`src/rtl/vend_pkg.sv`:
```
package vend_pkg;
  typedef enum logic [1:0] {
    COIN_NONE   = 2'd0,
    COIN_NICKEL = 2'd1,
    COIN_DIME   = 2'd2,
    COIN_CLASH  = 2'd3
  } coin_e;
endpackage

```
`src/rtl/vend_coin_decode.sv`:
```
module vend_coin_decode
  import vend_pkg::*;
#(
  parameter int unsigned NICKEL_UNITS = 1,
  parameter int unsigned DIME_UNITS   = 2,
  parameter int unsigned SW           = 2
) (
  input  logic          nickel,
  input  logic          dime,
  output logic [SW-1:0] step
);
  coin_e kind;

  always_comb begin
    kind = coin_e'({dime, nickel});
    unique case (kind)
      COIN_NICKEL: step = SW'(NICKEL_UNITS);
      COIN_DIME:   step = SW'(DIME_UNITS);
      default:     step = '0; // idle or clash: no credit
    endcase
  end
endmodule

```
`src/rtl/vend_credit_tracker.sv`:
```
module vend_credit_tracker #(
  parameter int unsigned PRICE_UNITS = 3,
  parameter int unsigned SW          = 2,
  parameter int unsigned CW          = 2,
  parameter bit          MEALY_OUT   = 1'b0
) (
  input  logic          clk,
  input  logic          rst,
  input  logic [SW-1:0] step,
  output logic [CW-1:0] credit,
  output logic          reach
);
  localparam int unsigned   AW   = $clog2(PRICE_UNITS + (1 << SW));
  localparam logic [CW-1:0] FULL = CW'(PRICE_UNITS);
  localparam logic [CW-1:0] LAND = MEALY_OUT ? '0 : FULL;

  logic [AW-1:0] sum;
  logic [CW-1:0] credit_nx;

  always_comb begin
    sum   = AW'(credit) + AW'(step);
    reach = (step != '0) && (sum >= AW'(PRICE_UNITS)) && (credit != FULL);
    if (credit == FULL)   credit_nx = '0;
    else if (reach)       credit_nx = LAND;
    else                  credit_nx = CW'(sum);
  end

  always_ff @(posedge clk) begin
    if (rst) credit <= '0;
    else     credit <= credit_nx;
  end

  // the full level lasts one cycle
  p_full_returns_r5: assert property (@(posedge clk) disable iff (rst)
    (credit == FULL) |=> (credit == '0));
  // idle cycles hold credit
  p_hold_idle_r9: assert property (@(posedge clk) disable iff (rst)
    ((step == '0) && (credit != FULL)) |=> $stable(credit));

  generate
    if (MEALY_OUT) begin : g_ml_chk
      // transition form never parks at the price level
      p_no_full_level_r8: assert property (@(posedge clk) disable iff (rst)
        (credit != FULL));
    end
  endgenerate
endmodule

```
`src/rtl/vend_open_stage.sv`:
```
module vend_open_stage #(
  parameter bit MEALY_OUT = 1'b0
) (
  input  logic clk,
  input  logic rst,
  input  logic reach,
  output logic open_o
);
  generate
    if (MEALY_OUT) begin : g_mealy
      assign open_o = reach & ~rst;
    end else begin : g_moore
      logic open_q;
      always_ff @(posedge clk) begin
        if (rst) open_q <= 1'b0;
        else     open_q <= reach;
      end
      assign open_o = open_q;
    end
  endgenerate
endmodule

```
`src/rtl/vend_ctrl.sv`:
```
module vend_ctrl #(
  parameter int unsigned NICKEL_UNITS = 1,
  parameter int unsigned DIME_UNITS   = 2,
  parameter int unsigned PRICE_UNITS  = 3,
  parameter bit          MEALY_OUT    = 1'b0
) (
  input  logic clk,
  input  logic rst,
  input  logic nickel,
  input  logic dime,
  output logic open_o
);
  localparam int unsigned MAXC = (NICKEL_UNITS > DIME_UNITS) ? NICKEL_UNITS : DIME_UNITS;
  localparam int unsigned SW   = $clog2(MAXC + 1);
  localparam int unsigned CW   = $clog2(PRICE_UNITS + 1);
  localparam logic [CW-1:0] FULL = CW'(PRICE_UNITS);

  logic [SW-1:0] step;
  logic [CW-1:0] credit;
  logic          reach;

  vend_coin_decode #(
    .NICKEL_UNITS(NICKEL_UNITS), .DIME_UNITS(DIME_UNITS), .SW(SW)
  ) u_dec (
    .nickel(nickel), .dime(dime), .step(step)
  );

  vend_credit_tracker #(
    .PRICE_UNITS(PRICE_UNITS), .SW(SW), .CW(CW), .MEALY_OUT(MEALY_OUT)
  ) u_trk (
    .clk(clk), .rst(rst), .step(step), .credit(credit), .reach(reach)
  );

  vend_open_stage #(.MEALY_OUT(MEALY_OUT)) u_open (
    .clk(clk), .rst(rst), .reach(reach), .open_o(open_o)
  );

  // clashing strobes leave credit untouched
  p_clash_holds_r7: assert property (@(posedge clk) disable iff (rst)
    (nickel && dime && (credit != FULL)) |=> $stable(credit));

  generate
    if (MEALY_OUT) begin : g_ml_props
      // no release while reset is high
      p_reset_quiet_r1: assert property (@(posedge clk) rst |-> !open_o);
      // release only alongside a single strobe
      p_open_on_coin_r8: assert property (@(posedge clk) disable iff (rst)
        open_o |-> (nickel ^ dime));
      // credit empties after a release
      p_open_clears_r10: assert property (@(posedge clk) disable iff (rst)
        open_o |=> (credit == '0));
    end else begin : g_mo_props
      // reset clears the release register
      p_reset_clears_r1: assert property (@(posedge clk) rst |=> !open_o);
      // release mirrors the price level
      p_open_matches_full_r2: assert property (@(posedge clk) disable iff (rst)
        !rst |=> (open_o == (credit == FULL)));
      // one-cycle pulse
      p_open_single_r5: assert property (@(posedge clk) disable iff (rst)
        open_o |=> !open_o);
    end
  endgenerate
endmodule

```
`config.mk`:
```
export PLATFORM = sky130hd
export DESIGN_NAME = vend_ctrl
export DESIGN_NICKNAME = d
export VERILOG_FILES = /design/src/rtl/vend_pkg.sv /design/src/rtl/vend_coin_decode.sv /design/src/rtl/vend_credit_tracker.sv /design/src/rtl/vend_open_stage.sv /design/src/rtl/vend_ctrl.sv
export SDC_FILE = /design/constraint.sdc
export NUM_CORES = 1
export LEC_CHECK = 0
export BUFFER_PORTS_ARGS = -buffer_cell sky130_fd_sc_hd__buf_4
export CORE_AREA = 3 3 40 42
export CTS_CLUSTER_SIZE = 24
export DETAILED_ROUTE_END_ITERATION = 8
export DIE_AREA = 0 0 43 45
export HOLD_SLACK_MARGIN = 0.15
export MAX_ROUTING_LAYER = met4
export SYNTH_ARGS = -nofsm -noshare
export SYNTH_HDL_FRONTEND = slang
export SYNTH_SLANG_ARGS = --single-unit
```
`constraint.sdc`:
```
create_clock -name clk -period 1.9 [get_ports clk]
set_input_delay 0.095 -clock clk [delete_from_list [all_inputs] [get_ports clk]]
set_output_delay 0.095 -clock clk [all_outputs]
set_load 0.01 [all_outputs]
```
### Word-level counts from Yosys, hierarchy flattened

Cells that the tools add are included.

* logic and storage cells: 14
* flip-flop bits (word level): 3
* output and inout bits: 1
* input port bits: 4

* $add $sub $neg: 1
* reduce and logical (&&, ||, !) cells: 4
* order comparisons: 1
* multiplexer cells: 2
* equal/unequal tests: 4

Operators with widths (count)
* 2-bit equality test, second input constant: 2
* 2-bit one-hot mux with 2 select lines: 1
* 2-bit by 2-bit adder with 3-bit output: 1
* 3-bit by 2-bit greater-or-equal comparator with 1-bit output, second input constant: 1
* 2-bit by 1-bit equality test with 1-bit output, second input constant: 1
* 1-bit logical AND: 2
* 2-bit two-way mux: 1
* 2-bit inequality test, second input constant: 1
* 2-bit nonzero test: 1
* 2-bit OR reduction: 1

### Logic depth before layout (Yosys ltp)

* depth in word-level cells: 7
* depth in mapped cells: 7
* depth with buffers taken out: 7

### Modules after synthesis

From an unflattened synthesis, not the netlist that was laid out.

* cells, all modules: 18
* area total of the unflattened synthesis: 180.2 um2

Modules (own cells, without submodules)
* vend_credit_tracker: cells each 14, times used 1, area an instance 131.4 um2, seq. area each 40.0 um2
* vend_open_stage: cells each 2, times used 1, area an instance 33.8 um2, seq. area each 20.0 um2
* vend_coin_decode: cells each 2, times used 1, area an instance 15.0 um2, seq. area each 0.0 um2

### Least setup slack after synthesis

OpenSTA, ideal clock, no wires.

* path kind: register to register
* from: register u_trk.credit[0]
* to: register u_open.g_moore.open_q, in the netlist u_open.open_o
* stages on the path, launching flop included: 6
* path buffers: 0
* arrival: 1279 ps
* library setup time: 79 ps
* path slack: 542 ps
* cells stage by stage: dfxtp_1 > ha_1 > inv_1 > fa_1 > nand2b_1 > a211oi_2

* cells in the longest elaborated chain, start to end: 4
* elaborated cells on any way between the ends: 5
* classes of those cells: add/sub: 1; order compare: 1; eq/ne: 1; reduce/logical: 2

RTL lines
* from (decl): RTL line vend_credit_tracker.sv:10 `output logic [CW-1:0] credit,`
* from (signal assigned): RTL line vend_credit_tracker.sv:30 `else credit <= credit_nx;`
* 2-bit by 2-bit adder with 3-bit output: RTL line vend_credit_tracker.sv:21 `sum = AW'(credit) + AW'(step);`
* 3-bit by 2-bit greater-or-equal comparator with 1-bit output: RTL line vend_credit_tracker.sv:22 `reach = (step != '0) && (sum >= AW'(PRICE_UNITS)) && (credit != FULL);`
* 1-bit logical AND: RTL line vend_credit_tracker.sv:22
* 1-bit logical AND *: RTL line vend_credit_tracker.sv:22
* to (signal assigned): RTL line vend_open_stage.sv:16 `else open_q <= reach;`
* to (decl): RTL line vend_open_stage.sv:13 `logic open_q;`

Mark *: on every way between the ends. The rest lies on a longest branch, timed or not.
A chain may end at the register's enable or synchronous reset.

### Final worst setup path

Ends and elaborated chain as after synthesis.

==> impl_results.html <==
<table>
<tr><th>Metric</th><th>Value</th></tr>
<tr><th colspan="2">Outcome</th></tr>
<tr><td>Result of the run</td><td>finished clean</td></tr>
<tr><th colspan="2">Timing</th></tr>
<tr><td>Min Clock Period, post-route</td><td>1440 ps</td></tr>
<tr><td>Worst hold margin</td><td>168 ps</td></tr>
<tr><td>Transition time at the pin with the least slew margin</td><td>154 ps</td></tr>
<tr><td>Unrepaired setup endpoints after global routing</td><td>false</td></tr>
<tr><td>Number of max-slew violations in the final report</td><td>0</td></tr>
<tr><td>Headroom to the max-slew limit</td><td>89.7%</td></tr>
<tr><td>Post-route clock skew</td><td>4.16 ps</td></tr>
<tr><td>Hold Vio Cnt, Final</td><td>0</td></tr>
<tr><td>Achievable Freq</td><td>692 MHz</td></tr>
<tr><td>Summed negative setup slack over all endpoints</td><td>0 ps</td></tr>
<tr><td>Total setup violations reported at the end of the flow</td><td>0</td></tr>
<tr><td>Final period util</td><td>76.0%</td></tr>
<tr><th colspan="2">Placed design</th></tr>
<tr><td>Sum of net half-perimeters after detailed placement</td><td>242 um</td></tr>
<tr><td>Total placed cells including tap cells</td><td>38</td></tr>
<tr><td>Final GP Congestion</td><td>0.582</td></tr>
<tr><td>Count of buffers inserted at the top-level ports</td><td>4</td></tr>
<tr><th colspan="2">Clocking</th></tr>
<tr><td>Total number of clock tree sinks</td><td>3</td></tr>
<tr><td>TritonCTS clock tree</td><td>built</td></tr>
<tr><td>Postcts setup bufs</td><td>0</td></tr>
<tr><td>Number of buffers on the longest clock path</td><td>2</td></tr>
<tr><td>Number of CTS-inserted buffers</td><td>3</td></tr>
<tr><td>Reg clk slew, reported paths</td><td>40 ps</td></tr>
<tr><td>Number of gates resized after cts</td><td>0</td></tr>
<tr><td>Clk Latency, worst-skew pair</td><td>230 ps</td></tr>
<tr><td>Post-CTS Hold Buffers</td><td>0</td></tr>
<tr><td>Clock root cell</td><td>sky130_fd_sc_hd__clkbuf_4</td></tr>
<tr><td>CTS HTree Levels</td><td>1</td></tr>
<tr><th colspan="2">GRT</th></tr>
<tr><td>Total overflow reported by the global router</td><td>0</td></tr>
<tr><td>Largest net degree at the start of global routing</td><td>4</td></tr>
<tr><td>Via count of the first global-routing pass</td><td>170</td></tr>
<tr><td>Antenna violations before repair</td><td>0</td></tr>
<tr><td>Overall fraction of global-route tracks in use</td><td>4.12%</td></tr>
<tr><td>Wire length of the first global-routing pass</td><td>510 um</td></tr>
<tr><th colspan="2">Critical path</th></tr>
<tr><td>Worst Path Arrival</td><td>1590 ps</td></tr>
<tr><td>Data required time at the worst endpoint</td><td>2050 ps</td></tr>
<tr><td>Path type of the worst setup path</td><td>reg2reg</td></tr>
<tr><td>Critical-path maximum fanout</td><td>2</td></tr>
<tr><td>Capturing element type of the critical path</td><td>register</td></tr>
<tr><td>Startpoint type of the worst setup path</td><td>register</td></tr>
<tr><th colspan="2">Yosys</th></tr>
<tr><td>Cells after synthesis</td><td>19</td></tr>
<tr><td>Combinational family with the most area after synthesis</td><td>adder cells</td></tr>
<tr><td>Synth Area in Adders</td><td>31.5%</td></tr>
<tr><td>Library cell with the largest summed area after synthesis</td><td>sky130_fd_sc_hd__dfxtp_1</td></tr>
<tr><td>Number of synthesized flops with an enable pin</td><td>0</td></tr>
<tr><td>Portion of netlist area occupied by mux cells</td><td>0%</td></tr>
<tr><td>Top post-synthesis cells by area</td><td>sky130_fd_sc_hd__dfxtp_1 33%, sky130_fd_sc_hd__ha_1 21%, sky130_fd_sc_hd__inv_1 12%</td></tr>
<tr><td>Post-synth ARST share</td><td>0%</td></tr>
<tr><td>Fraction of the mapped netlist area in compound gates</td><td>16.4%</td></tr>
<tr><td>Synth Net Count</td><td>27</td></tr>
<tr><td>Prevailing post-synth register cell</td><td>sky130_fd_sc_hd__dfxtp_1</td></tr>
<tr><td>Parity-gate share of the synthesized area counting xor and xnor cells</td><td>0%</td></tr>
<tr><td>Synth Register Bits</td><td>3</td></tr>
<tr><td>Cell with the most instances after synthesis</td><td>sky130_fd_sc_hd__inv_1</td></tr>
<tr><td>Mean instance size in the synthesized netlist</td><td>9.61 um^2</td></tr>
<tr><td>Yosys warning total</td><td>0</td></tr>
<tr><td>Area share of the leading cell type in the synthesized netlist</td><td>32.9%</td></tr>
<tr><td>Distinct cell type count of the synthesized netlist</td><td>9</td></tr>
<tr><td>Sequential element share of the synthesized area</td><td>32.9%</td></tr>
<tr><td>Total standard cell area after synthesis</td><td>183 um^2</td></tr>
<tr><td>Top cells by count, synth</td><td>6 x sky130_fd_sc_hd__inv_1, 3 x sky130_fd_sc_hd__dfxtp_1, 3 x sky130_fd_sc_hd__ha_1, 2 x sky130_fd_sc_hd__a21oi_1</td></tr>
<tr><td>Simple logic cell fraction of the synthesized area</td><td>6.85%</td></tr>
<tr><th colspan="2">Routing</th></tr>
<tr><td>Met3 wire length</td><td>8 um</td></tr>
<tr><td>Uppermost routed layer</td><td>met3</td></tr>
<tr><td>Avg Vias per Cell</td><td>3.29</td></tr>
<tr><td>WL met1</td><td>95 um</td></tr>
<tr><td>ANT nets after route</td><td>0</td></tr>
<tr><td>Routed wire length</td><td>282 um</td></tr>
<tr><td>Wire length on met2</td><td>178 um</td></tr>
<tr><td>Length of the first detailed-routing pass in iterations</td><td>2</td></tr>
<tr><td>Post-DR wirelength/cell</td><td>6.71 um</td></tr>
<tr><td>Drc violations</td><td>0</td></tr>
<tr><td>Drt initial violations</td><td>1</td></tr>
<tr><td>Routed vias</td><td>138</td></tr>
<tr><th colspan="2">Power</th></tr>
<tr><td>Final Power</td><td>0.000222 W</td></tr>
<tr><td>Leakage power summed over all cells</td><td>0.122 nW</td></tr>
<tr><td>Internal power contribution</td><td>0.000169 W</td></tr>
<tr><td>Pwr Density</td><td>860 nW/um^2</td></tr>
<tr><td>Switching share of power</td><td>23.9%</td></tr>
<tr><td>Clk network pwr share</td><td>49.6%</td></tr>
<tr><td>Peak supply drop</td><td>133 uV</td></tr>
<tr><td>Combinational share of power</td><td>17.1%</td></tr>
<tr><td>Reported net switching power</td><td>0.0000530 W</td></tr>
<tr><td>Share of power burned in registers</td><td>33.3%</td></tr>
<tr><th colspan="2">Final layout</th></tr>
<tr><td>Final std cells w/o fill</td><td>42</td></tr>
<tr><td>Final core area utilization</td><td>20.1%</td></tr>
<tr><td>Final nets</td><td>36</td></tr>
<tr><td>N_diodes</td><td>0</td></tr>
<tr><td>Fraction of final layout cells sized beyond drive strength 1</td><td>29.6%</td></tr>
<tr><td>Layout overhead on the synthesized area</td><td>41.1%</td></tr>
<tr><th colspan="2">Die</th></tr>
<tr><td>Area of the die</td><td>1940 um^2</td></tr>
<tr><td>Effective utilization at floorplan</td><td>14.2%</td></tr>
<tr><td>Io pins</td><td>5</td></tr>
<tr><td>Die span in x</td><td>43 um</td></tr>
<tr><td>DIE HEIGHT</td><td>45 um</td></tr>
<tr><td>Core Area</td><td>1280 um^2</td></tr>
<tr><td>Num rows</td><td>13</td></tr>
<tr><th colspan="2">Flow run</th></tr>
<tr><td>Number of maximum-capacitance constraint violations</td><td>0</td></tr>
<tr><th colspan="2">Hold path</th></tr>
<tr><td>Hold/Removal Path Class</td><td>in2reg</td></tr>
</table>
sequential cells by signal, summed over array words and instances (netlist names):
register	flops
u_open.open_o	1
u_trk.credit	2
kinds of logic after synthesis:
group / count (synthesis)
compound gates: 4
fa+ha+maj: 4
buf+inv: 6
flops: 3
simple gates: 2
power groups by stage:
stage,clock network (W),registers (W),logic [W]
6_report,0.000110,0.0000738,0.0000379
5_1_grt,0.000119,0.0000751,0.0000440
4_1_cts,0.000114,0.0000739,0.0000387
3_5_place_dp,0,0.0000747,0.0000387
3_3_place_gp,0,0.0000748,0.0000379
2_1_floorplan,0,0.0000749,0.0000253
layout by cell type (no fill, tap or decap):
master                     n
sky130_fd_sc_hd__a21o_1    1
sky130_fd_sc_hd__or2_1     1
sky130_fd_sc_hd__a21oi_1   2
sky130_fd_sc_hd__dfxtp_1   3
sky130_fd_sc_hd__clkbuf_4  3
sky130_fd_sc_hd__fa_1      1
sky130_fd_sc_hd__buf_4     4
sky130_fd_sc_hd__a211oi_2  1
sky130_fd_sc_hd__nand2b_1  1
sky130_fd_sc_hd__clkbuf_1  1
sky130_fd_sc_hd__inv_1     6
sky130_fd_sc_hd__ha_1      3
metal layers:
layer  track usage (%)  vias to the layer above
met5                 -                        -
met3              1.59                        0
li1                  -                       73
met1              1.93                       64
met4              7.23                        0
met2              7.19                        1
layout make-up:
type                    instances  area [um^2]
clock buffers                   4         26.3
multi-input cells              10          100
flip-flops and latches          3         60.1
inverters                       6         22.5
repair buffers                  4         30.0
well taps                      15         18.8
fillers                       154         1030
stage by stage:
stage                     cell area [um^2]  setup WS [ps]
after CTS                              258            439
final                                  258            456
after detailed placement               231            356
after global placement                 231            371
after floorplan                        183            542
after global routing                   258            378
path summary, 6_finish.rpt:
kind	startpoint	endpoint	slack [ps]	cells after the start
worst max-delay path	u_trk.credit[0]	u_open.open_o	460	5
worst min-delay path	rst	u_trk.credit[0]	170	3
worst max register to register	u_trk.credit[0]	u_open.open_o	460	5
worst min register to register	u_trk.credit[1]	u_trk.credit[0]	580	2
critical path, cell delays in order (launching register included):
cell and delay [ps]:
sky130_fd_sc_hd__dfxtp_1 310, sky130_fd_sc_hd__ha_1 180, sky130_fd_sc_hd__inv_1 60, sky130_fd_sc_hd__fa_1 420, sky130_fd_sc_hd__nand2b_1 170, sky130_fd_sc_hd__a211oi_2 210
Note: power is estimated with default switching activity, not from simulation.
